$ cat config.mk
export PLATFORM = sky130hd
export DESIGN_NAME = scl_timing_gen
export DESIGN_NICKNAME = d
export VERILOG_FILES = /design/src/rtl/scl_timing_pkg.sv /design/src/rtl/scl_ref_prescaler.sv /design/src/rtl/scl_phase_seq.sv /design/src/rtl/scl_timing_gen.sv
export SDC_FILE = /design/constraint.sdc
export NUM_CORES = 1
export LEC_CHECK = 0
export ABC_AREA = 1
export BUFFER_PORTS_ARGS = -buffer_cell sky130_fd_sc_hd__buf_2
export CORE_ASPECT_RATIO = 1.4
export CORE_MARGIN = 1.5
export CORE_UTILIZATION = 40
export CTS_BUF_LIST = sky130_fd_sc_hd__clkbuf_4 sky130_fd_sc_hd__clkbuf_8 sky130_fd_sc_hd__clkbuf_16
export CTS_CLUSTER_SIZE = 25
export DETAILED_ROUTE_END_ITERATION = 8
export PLACE_DENSITY_LB_ADDON = 0.15
export SLEW_MARGIN = 20
export SYNTH_ARGS = -nofsm -noshare
export SYNTH_HDL_FRONTEND = slang
export SYNTH_SLANG_ARGS = --single-unit
$ cat constraint.sdc
create_clock -name clk -period 11.2 [get_ports clk]
set_input_delay 1.68 -clock clk [delete_from_list [all_inputs] [get_ports clk]]
set_output_delay 1.68 -clock clk [all_outputs]
set_load 0.03 [all_outputs]
$ cat src/rtl/scl_timing_pkg.sv
package scl_timing_pkg;

    localparam int PHASE_W = 8;
    localparam int PRE_W   = 7;

    typedef enum logic [1:0] {
        PH_IDLE = 2'd0,
        PH_LOW  = 2'd1,
        PH_HIGH = 2'd2
    } scl_phase_e;

    typedef struct packed {
        logic [PHASE_W-1:0] high_ticks;
        logic [PHASE_W-1:0] low_ticks;
    } clk_div_t;

    // Phase length in ticks: programmed value raised to the floor, never below 1.
    function automatic logic [PHASE_W-1:0] phase_limit(
        input logic [PHASE_W-1:0] field,
        input logic [PHASE_W-1:0] floor_val
    );
        logic [PHASE_W-1:0] r;
        r = (field < floor_val) ? floor_val : field;
        if (r == '0) r = PHASE_W'(1);
        return r;
    endfunction

endpackage

$ cat src/rtl/scl_ref_prescaler.sv
module scl_ref_prescaler #(
    parameter int PRE_W = 7
) (
    input  logic             clk,
    input  logic             rst,
    input  logic             enable,
    input  logic [PRE_W-1:0] prescale,
    output logic             tick
);
    logic [PRE_W-1:0] div_cnt;
    logic [PRE_W-1:0] term;

    assign term = (prescale == '0) ? '0 : prescale - PRE_W'(1);
    assign tick = enable && (div_cnt >= term);

    always_ff @(posedge clk) begin
        if (rst || !enable) begin
            div_cnt <= '0;
        end else if (div_cnt >= term) begin
            div_cnt <= '0;
        end else begin
            div_cnt <= div_cnt + PRE_W'(1);
        end
    end
endmodule

$ cat src/rtl/scl_phase_seq.sv
module scl_phase_seq
    import scl_timing_pkg::*;
(
    input  logic               clk,
    input  logic               rst,
    input  logic               enable,
    input  logic               tick,
    input  logic               scl_sense,
    input  logic [PHASE_W-1:0] low_lim,
    input  logic [PHASE_W-1:0] high_lim,
    output logic               scl_out,
    output logic               low_done,
    output logic               high_done
);
    scl_phase_e         phase;
    logic [PHASE_W-1:0] cnt;
    logic               last_low;
    logic               last_high;

    assign last_low  = cnt >= (low_lim - PHASE_W'(1));
    assign last_high = cnt >= (high_lim - PHASE_W'(1));

    assign low_done  = (phase == PH_LOW)  && tick && last_low;
    assign high_done = (phase == PH_HIGH) && tick && scl_sense && last_high;
    assign scl_out   = (phase != PH_LOW);

    always_ff @(posedge clk) begin
        if (rst || !enable) begin
            phase <= PH_IDLE;
            cnt   <= '0;
        end else begin
            unique case (phase)
                PH_IDLE: begin
                    phase <= PH_LOW;
                    cnt   <= '0;
                end
                PH_LOW: begin
                    if (tick) begin
                        if (last_low) begin
                            phase <= PH_HIGH;
                            cnt   <= '0;
                        end else begin
                            cnt <= cnt + PHASE_W'(1);
                        end
                    end
                end
                PH_HIGH: begin
                    if (tick && scl_sense) begin
                        if (last_high) begin
                            phase <= PH_LOW;
                            cnt   <= '0;
                        end else begin
                            cnt <= cnt + PHASE_W'(1);
                        end
                    end
                end
                default: begin
                    phase <= PH_IDLE;
                    cnt   <= '0;
                end
            endcase
        end
    end
endmodule

$ cat src/rtl/scl_timing_gen.sv
module scl_timing_gen
    import scl_timing_pkg::*;
#(
    parameter int STD_LOW_MIN   = 47,
    parameter int STD_HIGH_MIN  = 40,
    parameter int FAST_LOW_MIN  = 13,
    parameter int FAST_HIGH_MIN = 6
) (
    input  logic                 clk,
    input  logic                 rst,
    input  logic                 enable,
    input  logic                 fast_mode,
    input  logic [PRE_W-1:0]     prescale,
    input  logic [2*PHASE_W-1:0] divider,
    input  logic                 scl_sense,
    output logic                 scl_out,
    output logic                 ref_tick,
    output logic                 low_done,
    output logic                 high_done
);
    localparam int NPH = 2;
    localparam logic [NPH*PHASE_W-1:0] STD_FLOORS  =
        {PHASE_W'(STD_HIGH_MIN), PHASE_W'(STD_LOW_MIN)};
    localparam logic [NPH*PHASE_W-1:0] FAST_FLOORS =
        {PHASE_W'(FAST_HIGH_MIN), PHASE_W'(FAST_LOW_MIN)};

    clk_div_t           div_w;
    logic [PHASE_W-1:0] lim [NPH];
    logic [PHASE_W-1:0] fld [NPH];

    assign div_w  = clk_div_t'(divider);
    assign fld[0] = div_w.low_ticks;
    assign fld[1] = div_w.high_ticks;

    for (genvar g = 0; g < NPH; g++) begin : g_lim
        logic [PHASE_W-1:0] floor_sel;
        assign floor_sel = fast_mode ? FAST_FLOORS[g*PHASE_W +: PHASE_W]
                                     : STD_FLOORS[g*PHASE_W +: PHASE_W];
        assign lim[g] = phase_limit(fld[g], floor_sel);
    end

    scl_ref_prescaler #(.PRE_W(PRE_W)) i_pre (
        .clk      (clk),
        .rst      (rst),
        .enable   (enable),
        .prescale (prescale),
        .tick     (ref_tick)
    );

    scl_phase_seq i_seq (
        .clk       (clk),
        .rst       (rst),
        .enable    (enable),
        .tick      (ref_tick),
        .scl_sense (scl_sense),
        .low_lim   (lim[0]),
        .high_lim  (lim[1]),
        .scl_out   (scl_out),
        .low_done  (low_done),
        .high_done (high_done)
    );
endmodule

==> flow_summary.json <==
{
  "grt_pass1_wl_mm": 9.94,
  "clk_pin_slew_ns": 0.07,
  "fin_skew_ns": 0.00213,
  "required_ns": 9.52,
  "rsz0062_at_grt": "false",
  "hold_viol_final": 0,
  "finalInstanceArea_mm2": 0.00281,
  "final_cells": 490,
  "dpl.hpwl_mm": 4.81,
  "cts_tree": "yes",
  "post_drt_wl_per_cell_um": 11.6,
  "syn_nets": 451,
  "critical_path_class": "in2out",
  "place_inst": 486,
  "synthCells": 386,
  "antenna_found_initial": 0,
  "period_share_pct": 60.7,
  "cts_inserted_buffers": 3,
  "syn-cell-area_mm2": 0.00253,
  "die_area_mm2": 0.00683,
  "finalWeightedCongestion": 0.841,
  "ir_drop_mv": 0.0842,
  "die_x_um": 70.3,
  "ys_top_cells_by_area": "ha_1 (18%), nand2_1 (14%), dfxtp_1 (13%)",
  "synth.top_cell.area_share_pct": 18.3,
  "timing.rr.end": "i_seq.cnt[5]",
  "yosysTopAreaCell": "ha_1",
  "setup_viol": 0,
  "drt.antenna.violating_nets": 0,
  "hold_class": "reg2reg",
  "worstMarginPinSlew_ns": 0.565,
  "slew_headroom_pct": 62.2,
  "synth.avg_cell_area_um2": 6.56,
  "core_mm2": 0.00617,
  "whs_path_depth": 1,
  "firstDrtPassIters": 4,
  "synth_edf_count": 0,
  "grt-ovfl-total": 0,
  "die_height_um": 97.2,
  "status": "finished, final reports clean",
  "ios": 32,
  "finalCriticalPeriod_ns": 6.80,
  "area_delta_synth_final_pct": 11.0,
  "ctsHoldBuffers": 0,
  "cts_setup_buffers": 0,
  "critPathLaunchType": "primary input",
  "ys_types": 37,
  "crit_arrival_ns": 5.12,
  "grt_max_degree": 11,
  "power_mw": 0.224,
  "cp-end-kind": "output port",
  "placed_cell_area_mm2": 0.00277,
  "grt_usage_pct": 17.3,
  "drive_gt1_share_pct": 23.2,
  "async_flop_share_pct": 0,
  "clock_latency_ns": 0.25,
  "final.setup.tns_ns": 0,
  "cts_sinks": 17,
  "fin_nets": 484,
  "synth-main-ff-cell": "dfxtp_1",
  "cp_max_fo": 7,
  "rows": 34,
  "mostFrequentLayoutCells": "nand2_1 (93), inv_1 (59), ha_1 (37)",
  "worstReg2RegStart": "i_seq.cnt[5]",
  "layout_commonest_cell": "nand2_1",
  "antenna_cells": 0,
  "start_util_pct": 41.1,
  "cts_max_path_buffers": 2,
  "ys.warnings.count": 0,
  "via_count": 2458,
  "powerDensity_mw_per_mm2": 79.5,
  "synth.yosys.seq_area_share_pct": 13.4,
  "max_freq_ghz": 0.147,
  "final_util_pct": 45.6,
  "holdPathEnd": "i_pre.div_cnt[0]",
  "htree_levels": 1,
  "clockRootBuffer": "clkbuf_8",
  "io_buffers": 31,
  "drt_iter0_drc": 54,
  "power.leakage_nw": 1.50,
  "r2r_slack_ns": 9.20,
  "ff2ff_path_depth": 8,
  "cts_resized": 0,
  "fill_cells": 669,
  "maxCapViolations": 0,
  "grt_pass1_vias": 2310,
  "hp-start": "i_pre.div_cnt[0]",
  "avgViaCountPerCell": 5.02,
  "wl_mm": 5.66,
  "synth-seq-cells": 17,
  "drc": 0,
  "finalMaxSlewViolations": 0
}
==> power by group <==
group / switching [mW] / internal (mW) / total [mW]
registers: 0.00254 / 0.0629 / 0.0654
clock network: 0.0219 / 0.0246 / 0.0465
logic: 0.0732 / 0.0386 / 0.112
==> worst max path at each step <==
stage / endpoint / depth (start not counted) / from / slack (ns)
2_1_floorplan: high_done / 21 / fast_mode / 4.61
3_3_place_gp: high_done / 22 / fast_mode / 4.41
3_5_place_dp: high_done / 22 / fast_mode / 4.39
4_1_cts: high_done / 22 / fast_mode / 4.38
5_1_grt: high_done / 24 / fast_mode / 3.95
6_report: high_done / 24 / fast_mode / 4.40
==> Yosys cell counts, types with 5 or more instances <==
cell type  instances
a21oi_1           17
dfxtp_1           17
ha_1              37
inv_1             59
inv_2              6
nand2_1           93
nand2_2           10
nand2_4            9
nand3_1           22
nand3_2            8
nand4_1           16
nor2_1            34
nor2_2             7
nor2_4             6
or2_2              5
xnor2_1            5
xor2_1             6
==> critical path, cell delays in order <==
cell,delay (ns)
buf_2,0.17
inv_1,0.11
ha_1,0.29
nand3_1,0.09
nand2_1,0.06
nand2_2,0.13
nand2_4,0.09
nand2_1,0.08
nand2_2,0.09
nand3_2,0.10
inv_1,0.04
a21boi_1,0.18
ha_1,0.22
inv_1,0.07
nor3_4,0.23
nand2_1,0.07
nand2_1,0.06
nand2_1,0.05
ha_1,0.28
nand2_1,0.08
nor2_4,0.15
nand4_2,0.22
a211oi_1,0.33
buf_2,0.25
==> kinds of logic after synthesis <==
group / after synthesis / share of synthesized area, %
AOI/OAI and AO/OA: 34 / 8.59
xor gates and xnor gates: 11 / 3.80
adders and majority gates: 37 / 18.3
buffers and inverters: 69 / 10.4
DFF: 17 / 13.4
and+or+nand+nor: 218 / 45.5
==> sequential cells by signal, indices dropped and copies added (netlist names) <==
signal	cells
i_pre.div_cnt	7
i_seq.cnt	8
i_seq.phase	2
==> final cells by class <==
type                            count  area, µm²  area share (%)
Tap cell                           72       90.1            3.20
Timing Repair Buffer               31        155            5.52
Inverter                           66        250            8.90
Multi-Input combinational cell    300       1930            68.6
Clock buffer                        3       41.3            1.47
Clock inverter                      1       5.00           0.178
Sequential cell                    17        340            12.1
==> routing by layer <==
| layer | GRT usage [%] | part of all wire [%] |
|---|---|---|
| met1 | 20.2 | 42 |
| met2 | 34.0 | 55 |
| met3 | 0.622 | 2.7 |
| met4 | 3.55 | 0.76 |
| met5 | 0 | 0 |
==> metrics by stage <==
step / hold WS, ns / worst slack [ns]
after floorplan: 0.430 / 4.61
after global placement: 0.456 / 4.41
after global routing: 0.502 / 3.95
final: 0.480 / 4.40
after CTS: 0.481 / 4.38
after detailed placement: 0.462 / 4.39
(Power assumes the default switching activity.)
